--- src/rtl/aud_ser_pkg.sv ---
package aud_ser_pkg;

  typedef enum logic [1:0] {
    ALIGN_I2S   = 2'd0,
    ALIGN_LEFT  = 2'd1,
    ALIGN_RIGHT = 2'd2,
    ALIGN_RSVD  = 2'd3
  } align_e;

  typedef enum logic [1:0] {
    CHAN_STEREO = 2'd0,
    CHAN_MONO_R = 2'd1,
    CHAN_MONO_L = 2'd2,
    CHAN_MUTE   = 2'd3
  } chan_e;

  typedef struct packed {
    align_e align;
    chan_e  chan;
    logic   lsb_first;
    logic   ws_left_high;
    logic   bclk_neg;
    logic   sign_fill;
  } ser_cfg_t;

endpackage

--- src/rtl/aud_bclk_div.sv ---
// Bit clock phase counter: one falling and one rising tick per bit period.
module aud_bclk_div #(
  parameter int CLK_DIV = 2
) (
  input  logic clk,
  input  logic rst,
  input  logic run,
  output logic fall_tick,
  output logic rise_tick
);
  localparam int PERIOD = 2 * CLK_DIV;
  localparam int DW     = (PERIOD > 1) ? $clog2(PERIOD) : 1;

  logic [DW-1:0] div_q;

  always_ff @(posedge clk) begin
    if (rst || !run) begin
      div_q <= '0;
    end else if (div_q == DW'(PERIOD - 1)) begin
      div_q <= '0;
    end else begin
      div_q <= div_q + 1'b1;
    end
  end

  assign fall_tick = run && (div_q == '0);
  assign rise_tick = run && (div_q == DW'(CLK_DIV));
endmodule

--- src/rtl/aud_frame_pos.sv ---
// Bit position inside the frame, and the slot/bit that the next tick carries.
module aud_frame_pos #(
  parameter int SLOT_BITS = 18
) (
  input  logic clk,
  input  logic rst,
  input  logic load,
  input  logic adv,
  input  logic i2s,
  output logic ws_right_n,
  output logic dat_right_n,
  output logic [$clog2(SLOT_BITS)-1:0] dat_idx_n,
  output logic head_n
);
  localparam int FRAME = 2 * SLOT_BITS;
  localparam int PW    = $clog2(FRAME);
  localparam int KW    = $clog2(SLOT_BITS);

  logic [PW-1:0] pos_q;
  logic [PW-1:0] nxt;
  logic [PW-1:0] dpos;

  always_comb begin
    nxt = (pos_q == PW'(FRAME - 1)) ? '0 : pos_q + 1'b1;
    // I2S data trails word select by one bit clock
    if (!i2s) begin
      dpos = nxt;
    end else if (nxt == '0) begin
      dpos = PW'(FRAME - 1);
    end else begin
      dpos = nxt - 1'b1;
    end
    ws_right_n  = (nxt >= PW'(SLOT_BITS));
    dat_right_n = (dpos >= PW'(SLOT_BITS));
    dat_idx_n   = dat_right_n ? KW'(dpos - PW'(SLOT_BITS)) : KW'(dpos);
    head_n      = (dpos == '0);
  end

  always_ff @(posedge clk) begin
    if (rst) begin
      pos_q <= '0;
    end else if (load) begin
      pos_q <= PW'(FRAME - 1);
    end else if (adv) begin
      pos_q <= nxt;
    end
  end
endmodule

--- src/rtl/aud_pair_buf.sv ---
// One-deep sample pair buffer with channel mode routing.
module aud_pair_buf
  import aud_ser_pkg::*;
#(
  parameter int SAMPLE_W = 16
) (
  input  logic                clk,
  input  logic                rst,
  input  logic                s_valid,
  input  logic [SAMPLE_W-1:0] s_left,
  input  logic [SAMPLE_W-1:0] s_right,
  output logic                s_ready,
  input  logic                take,
  input  chan_e               chan,
  output logic [SAMPLE_W-1:0] word_l,
  output logic [SAMPLE_W-1:0] word_r
);
  logic                full_q;
  logic [SAMPLE_W-1:0] left_q;
  logic [SAMPLE_W-1:0] right_q;
  logic [SAMPLE_W-1:0] avail_l;
  logic [SAMPLE_W-1:0] avail_r;
  logic                accept;

  assign s_ready = !full_q;
  assign accept  = s_valid && !full_q;

  always_ff @(posedge clk) begin
    if (rst) begin
      full_q <= 1'b0;
    end else if (accept) begin
      full_q <= 1'b1;
    end else if (take) begin
      full_q <= 1'b0;
    end
  end

  always_ff @(posedge clk) begin
    if (rst) begin
      left_q  <= '0;
      right_q <= '0;
    end else if (accept) begin
      left_q  <= s_left;
      right_q <= s_right;
    end
  end

  always_comb begin
    avail_l = full_q ? left_q  : '0;
    avail_r = full_q ? right_q : '0;
    unique case (chan)
      CHAN_STEREO: begin word_l = avail_l; word_r = avail_r; end
      CHAN_MONO_R: begin word_l = avail_r; word_r = avail_r; end
      CHAN_MONO_L: begin word_l = avail_l; word_r = avail_l; end
      default:     begin word_l = '0;      word_r = '0;      end
    endcase
  end
endmodule

--- src/rtl/aud_bit_pick.sv ---
// Selects the serial bit for a slot position from the slot word.
module aud_bit_pick #(
  parameter int SAMPLE_W  = 16,
  parameter int SLOT_BITS = 18
) (
  input  logic [SAMPLE_W-1:0]          word,
  input  logic [$clog2(SLOT_BITS)-1:0] idx,
  input  logic                         rj,
  input  logic                         lsb_first,
  input  logic                         sign_fill,
  output logic                         bit_o
);
  localparam int KW  = $clog2(SLOT_BITS);
  localparam int PAD = SLOT_BITS - SAMPLE_W;

  logic          pad_zone;
  logic          tail_zone;
  logic [KW-1:0] rel;
  logic [KW-1:0] sel;
  logic          data_bit;

  generate
    if (PAD > 0) begin : g_pad
      assign pad_zone  = rj && (idx < KW'(PAD));
      assign tail_zone = !rj && (idx >= KW'(SAMPLE_W));
      assign rel       = rj ? (idx - KW'(PAD)) : idx;
    end else begin : g_nopad
      assign pad_zone  = 1'b0;
      assign tail_zone = 1'b0;
      assign rel       = idx;
    end
  endgenerate

  always_comb begin
    sel      = lsb_first ? rel : (KW'(SAMPLE_W - 1) - rel);
    data_bit = 1'b0;
    for (int i = 0; i < SAMPLE_W; i++) begin
      if (KW'(i) == sel) data_bit = word[i];
    end
    if (pad_zone) begin
      bit_o = sign_fill & word[SAMPLE_W-1];
    end else if (tail_zone) begin
      bit_o = 1'b0;
    end else begin
      bit_o = data_bit;
    end
  end
endmodule

--- src/rtl/audio_ser_tx.sv ---
module audio_ser_tx
  import aud_ser_pkg::*;
#(
  parameter int SAMPLE_W  = 16,
  parameter int SLOT_BITS = 18,
  parameter int CLK_DIV   = 2
) (
  input  logic                clk,
  input  logic                rst,
  input  logic                start,
  input  logic                out_en,
  input  logic [1:0]          cfg_align,
  input  logic [1:0]          cfg_chan,
  input  logic                cfg_lsb_first,
  input  logic                cfg_ws_left_high,
  input  logic                cfg_bclk_neg,
  input  logic                cfg_sign_fill,
  input  logic                s_valid,
  input  logic [SAMPLE_W-1:0] s_left,
  input  logic [SAMPLE_W-1:0] s_right,
  output logic                s_ready,
  output logic                bclk,
  output logic                ws,
  output logic                sdo
);
  localparam int KW = $clog2(SLOT_BITS);

  ser_cfg_t            cfg_in;
  ser_cfg_t            cfg_q;
  logic                run_q;
  logic                run_act;
  logic                start_ok;
  logic                fall_tick;
  logic                rise_tick;
  logic                ws_right_n;
  logic                dat_right_n;
  logic [KW-1:0]       dat_idx_n;
  logic                head_n;
  logic                take;
  logic                i2s;
  logic                rj;
  logic [SAMPLE_W-1:0] buf_l;
  logic [SAMPLE_W-1:0] buf_r;
  logic [SAMPLE_W-1:0] cur_l;
  logic [SAMPLE_W-1:0] cur_r;
  logic [SAMPLE_W-1:0] word_n;
  logic                bit_n;
  logic                ws_n;
  logic                bclk_q;
  logic                ws_q;
  logic                sdo_q;

  always_comb begin
    cfg_in.align        = align_e'(cfg_align);
    cfg_in.chan         = chan_e'(cfg_chan);
    cfg_in.lsb_first    = cfg_lsb_first;
    cfg_in.ws_left_high = cfg_ws_left_high;
    cfg_in.bclk_neg     = cfg_bclk_neg;
    cfg_in.sign_fill    = cfg_sign_fill;
  end

  assign run_act  = run_q && out_en;
  assign start_ok = start && out_en && !run_q;
  assign i2s      = (cfg_q.align == ALIGN_I2S) || (cfg_q.align == ALIGN_RSVD);
  assign rj       = (cfg_q.align == ALIGN_RIGHT);
  assign take     = fall_tick && head_n;

  aud_bclk_div #(.CLK_DIV(CLK_DIV)) u_div (
    .clk       (clk),
    .rst       (rst),
    .run       (run_act),
    .fall_tick (fall_tick),
    .rise_tick (rise_tick)
  );

  aud_frame_pos #(.SLOT_BITS(SLOT_BITS)) u_pos (
    .clk         (clk),
    .rst         (rst),
    .load        (start_ok),
    .adv         (fall_tick),
    .i2s         (i2s),
    .ws_right_n  (ws_right_n),
    .dat_right_n (dat_right_n),
    .dat_idx_n   (dat_idx_n),
    .head_n      (head_n)
  );

  aud_pair_buf #(.SAMPLE_W(SAMPLE_W)) u_buf (
    .clk     (clk),
    .rst     (rst),
    .s_valid (s_valid),
    .s_left  (s_left),
    .s_right (s_right),
    .s_ready (s_ready),
    .take    (take),
    .chan    (cfg_q.chan),
    .word_l  (buf_l),
    .word_r  (buf_r)
  );

  always_comb begin
    if (dat_right_n) begin
      word_n = take ? buf_r : cur_r;
    end else begin
      word_n = take ? buf_l : cur_l;
    end
    ws_n = ws_right_n ? !cfg_q.ws_left_high : cfg_q.ws_left_high;
  end

  aud_bit_pick #(.SAMPLE_W(SAMPLE_W), .SLOT_BITS(SLOT_BITS)) u_pick (
    .word      (word_n),
    .idx       (dat_idx_n),
    .rj        (rj),
    .lsb_first (cfg_q.lsb_first),
    .sign_fill (cfg_q.sign_fill),
    .bit_o     (bit_n)
  );

  always_ff @(posedge clk) begin
    if (rst) begin
      run_q  <= 1'b0;
      cfg_q  <= '0;
      cur_l  <= '0;
      cur_r  <= '0;
      bclk_q <= 1'b0;
      ws_q   <= 1'b0;
      sdo_q  <= 1'b0;
    end else if (!out_en) begin
      run_q  <= 1'b0;
      bclk_q <= cfg_q.bclk_neg;
      ws_q   <= 1'b0;
      sdo_q  <= 1'b0;
    end else if (start_ok) begin
      run_q  <= 1'b1;
      cfg_q  <= cfg_in;
      cur_l  <= '0;
      cur_r  <= '0;
      bclk_q <= cfg_in.bclk_neg;
    end else if (run_q) begin
      if (fall_tick) begin
        bclk_q <= cfg_q.bclk_neg;
        ws_q   <= ws_n;
        sdo_q  <= bit_n;
        if (take) begin
          cur_l <= buf_l;
          cur_r <= buf_r;
        end
      end else if (rise_tick) begin
        bclk_q <= !cfg_q.bclk_neg;
      end
    end
  end

  assign bclk = bclk_q;
  assign ws   = ws_q;
  assign sdo  = sdo_q;
endmodule

--- config.mk ---
export PLATFORM = sky130hd
export DESIGN_NAME = audio_ser_tx
export DESIGN_NICKNAME = d
export VERILOG_FILES = /design/src/rtl/aud_ser_pkg.sv /design/src/rtl/aud_bclk_div.sv /design/src/rtl/aud_frame_pos.sv /design/src/rtl/aud_pair_buf.sv /design/src/rtl/aud_bit_pick.sv /design/src/rtl/audio_ser_tx.sv
export SDC_FILE = /design/constraint.sdc
export NUM_CORES = 1
export LEC_CHECK = 0
export BUFFER_PORTS_ARGS = -buffer_cell sky130_fd_sc_hd__clkbuf_2
export CORE_UTILIZATION = 56
export CTS_BUF_LIST = sky130_fd_sc_hd__clkbuf_8
export CTS_CLUSTER_DIAMETER = 150
export CTS_CLUSTER_SIZE = 12
export DETAILED_ROUTE_END_ITERATION = 12
export GPL_ROUTABILITY_DRIVEN = 0
export HOLD_SLACK_MARGIN = 0.05
export PLACE_DENSITY = 0.79
export SLEW_MARGIN = 0
export SYNTH_ARGS = -nofsm -noshare
export SYNTH_HDL_FRONTEND = slang
export SYNTH_HIERARCHICAL = 1
export SYNTH_SLANG_ARGS = --single-unit
export TNS_END_PERCENT = 20
--- constraint.sdc ---
create_clock -name clk -period 3.65 [get_ports clk]
set_input_delay 0.73 -clock clk [delete_from_list [all_inputs] [get_ports clk]]
set_output_delay 0.73 -clock clk [all_outputs]
set_load 0.05 [all_outputs]
==> flow_metrics.tcl <==
set metrics [dict create \
    status "complete, but fails checks" \
    violations "setup timing" \
    ff2ff_setup_slack_ns -0.23 \
    worst_pin_slew_ns 1.253 \
    diodes 0 \
    final_cell_mix "82 x dfxtp_1, 57 x nand2_1, 51 x buf_4, 48 x clkbuf_2, 37 x nand2b_1" \
    swShare 0.3094 \
    port_buffers 48 \
    finalSetupViolations 1 \
    fin_crit_sh 1.064 \
    cp_cell_sequence "buf_6 -> a211o_1 -> a21o_1 -> a211oi_4 -> a2bb2oi_2 -> nand2b_4 -> nor4_4 -> and2_4 -> mux4_2 -> and3_4 -> a311oi_2 -> nand4_1 -> a32oi_2 -> o211ai_1 -> nand3_1 -> a21oi_1" \
    synth_edf_count 0 \
    core-area_um2 9819 \
    p_sw_uw 731.5 \
    cts_tree "done" \
    cp_slowest_stage_delay_ns 0.54 \
    drive_gt1_frac 0.3017 \
    dr_total_vias 5046 \
    synthDistinctLibCells 85 \
    cp_max_fo 8 \
    drv_cap 0 \
    grt_overflow 0 \
    placed_cell_area_um2 6106 \
    cp.depth 16 \
    clock_skew_ns 0.009996 \
    cp_top_family "compound AO/OA/AOI/OAI gates" \
    die-area_um2 10600 \
    synth_flop_cell "dfxtp_1" \
    final_hold_viol_count 0 \
    drv_slew 0 \
    power_leakage_nw 2.328 \
    synthArstFlopShare 0 \
    p_comb_frac 0.261 \
    p_int_mw 1.633 \
    boundaryPins 49 \
    clockPowerShare 0.322 \
    cts-root-buf "clkbuf_8" \
    syn_nets 658 \
    clock_latency_ns 0.37 \
    final.setup.tns_ns -0.2349 \
    syn_area_um2 5705 \
    yosysWarnings 6 \
    rows 36 \
    cts_buffer_depth 2 \
    vdd_drop_max_v 0.0002258 \
    die_y_um 102.9 \
    cp_slowest_cell "mux4_2" \
    rsz0062_at_grt "yes" \
    worst_ep_required_time_ns 3.91 \
    finalWirelength_mm 13.46 \
    period_minus_slack_ns 3.885 \
    holdPathStages 2 \
    regArea_um2 1710 \
    cts.clk_slew.worst_paths_ns 0.09 \
    worst-setup-path-type "flop to flop" \
    htreeDepth 3 \
    final_common_cell "dfxtp_1" \
    pwr-share-seq 0.418 \
    finish.utilization 0.6575 \
    first_global_vias 4814 \
    fin_ws_ns -0.2349 \
    maxSlewHeadroom 0.1647 \
    first_pass_iters 5 \
    arrival_ns 4.14 \
    avgSynthCellArea_um2 9.446 \
    stdcell_area_um2 6456 \
    cp-start-kind "flop" \
    drtIter0Drc 399 \
    grt.total_usage 0.2628 \
    synth_cells 604 \
    vias_per_cell 6.339 \
    grt_max_degree 85 \
    fp.dieW_um 102.9 \
    drcViolationCount 0 \
    cts_sinks 85 \
    drtAntennaViolNets 0 \
    start_util 0.5810 \
    synth_seq_area_share 0.2982 \
    antenna_found_initial 0 \
    hpwl_mm 9.467 \
    power.total_mw 2.364 \
    crit_buf_inv 1 \
    fmax_mhz 257.4 \
    postCtsHoldBufs 0 \
    areaGrowthSynthToFinish_pct 13.16 \
    critPathCaptureType "flop" \
    cts_made_buffers 9 \
    worstHoldPathType "flop to flop" \
    rr_worst_depth 16 \
    synth_seq_cells 85 \
    p_per_area_nw_per_um2 366.2 \
    grt_pass1_wl_mm 22.14 \
    fillers 812 \
    routedWlPerCell_um 16.91 \
    multiInputGateArea_um2 3640 \
    finalNetCount 712 \
]
[cell families after synthesis]
family / share of synthesized area
multiplexers: 0.1029
buffers and inverters: 0.08180
flip-flops: 0.2982
AO/OA/AOI/OAI: 0.2178
adder cells (fa/ha/maj): 0.01974
XOR/XNOR: 0.02083
AND/OR/NAND/NOR: 0.2588
[repair_timing]
item,4_1_cts,5_1_grt
hold endpoints to repair,0,0
setup buffers,2,1
cloned,0,0
pin swaps,13,9
setup endpoints to repair,1,1
gates resized for setup,16,8
[area by class of cell]
type / instances / area share
Sequential cell: 85 / 0.2649
Multi-Input combinational cell: 448 / 0.5638
Clock inverter: 7 / 0.01512
Clock buffer: 9 / 0.01919
Tap cell: 133 / 0.02578
Timing Repair Buffer: 103 / 0.1048
Inverter: 11 / 0.006395
[sequential cells by signal, summed over array words and instances, names as in the netlist, 2 cells and up]
signal,count
cfg_q,8
u_buf/right_q,16
u_pos/pos_q,6
u_buf/left_q,16
cur_l,16
cur_r,16
u_div/div_q,2
[per-stage QoR]
stage                     worst slack [ns]  instances  hold slack [ns]
after floorplan                    0.01737        604           0.4391
after global placement             -0.1226        777           0.4495
after detailed placement           -0.2188        777           0.4563
after CTS                          -0.1645        795           0.4720
final                              -0.2349        796           0.4683
after global routing               -0.4163        796           0.4894
[routing by layer]
layer / vias to the layer above / GRT usage / wire length (um)
met5: - / 0 / 0
met4: 0 / 0.1268 / 415
met3: 44 / 0.03525 / 739
met2: 201 / 0.4344 / 6479
met1: 2433 / 0.3397 / 5828
li1: 2368 / - / -
[power groups by stage]
stage	Sequential [mW]	Clock (mW)	Combinational, mW
after floorplan	0.996	0	0.428
after global placement	1.01	0	0.555
after CTS	0.988	0.767	0.594
final	0.988	0.760	0.616
after global routing	0.992	0.813	0.666
after detailed placement	1.01	0	0.573
[final timing paths]
kind,from,end
hold / removal,u_buf/right_q[1],u_buf/right_q[1]
setup reg to reg,u_pos/pos_q[1],sdo
hold reg to reg,u_buf/right_q[1],u_buf/right_q[1]
setup / recovery,u_pos/pos_q[1],sdo
[tightest hold or removal path: cells and delay by family, from the launching register on]
| kind | cells | cell delay [ns] |
|---|---|---|
| compound gates | 1 | 0.05 |
| flops | 1 | 0.32 |
| simple gates | 1 | 0.06 |
[synth_stat cells (all sizes together), types with 4 or more instances]
cell / n / area share
dfxtp: 85 / 0.30
nand2: 57 / 0.038
buf: 41 / 0.061
o21ai: 41 / 0.036
nand2b: 40 / 0.048
o22ai: 33 / 0.045
a32o: 32 / 0.056
nand4bb: 32 / 0.063
nor2: 30 / 0.020
mux2i: 20 / 0.035
clkbuf: 19 / 0.014
a21oi: 16 / 0.018
mux4: 16 / 0.063
nand3: 16 / 0.014
inv: 11 / 0.0072
nor3: 11 / 0.011
ha: 9 / 0.020
and2: 7 / 0.0090
nand4: 6 / 0.0066
xor2: 6 / 0.011
a211oi: 5 / 0.0088
a21o: 5 / 0.0066
and2b: 5 / 0.0077
xnor2: 5 / 0.010
nor3b: 4 / 0.0072
o21a: 4 / 0.0053
or2: 4 / 0.0048
No activity file was read; power rests on OpenSTA's default activity.
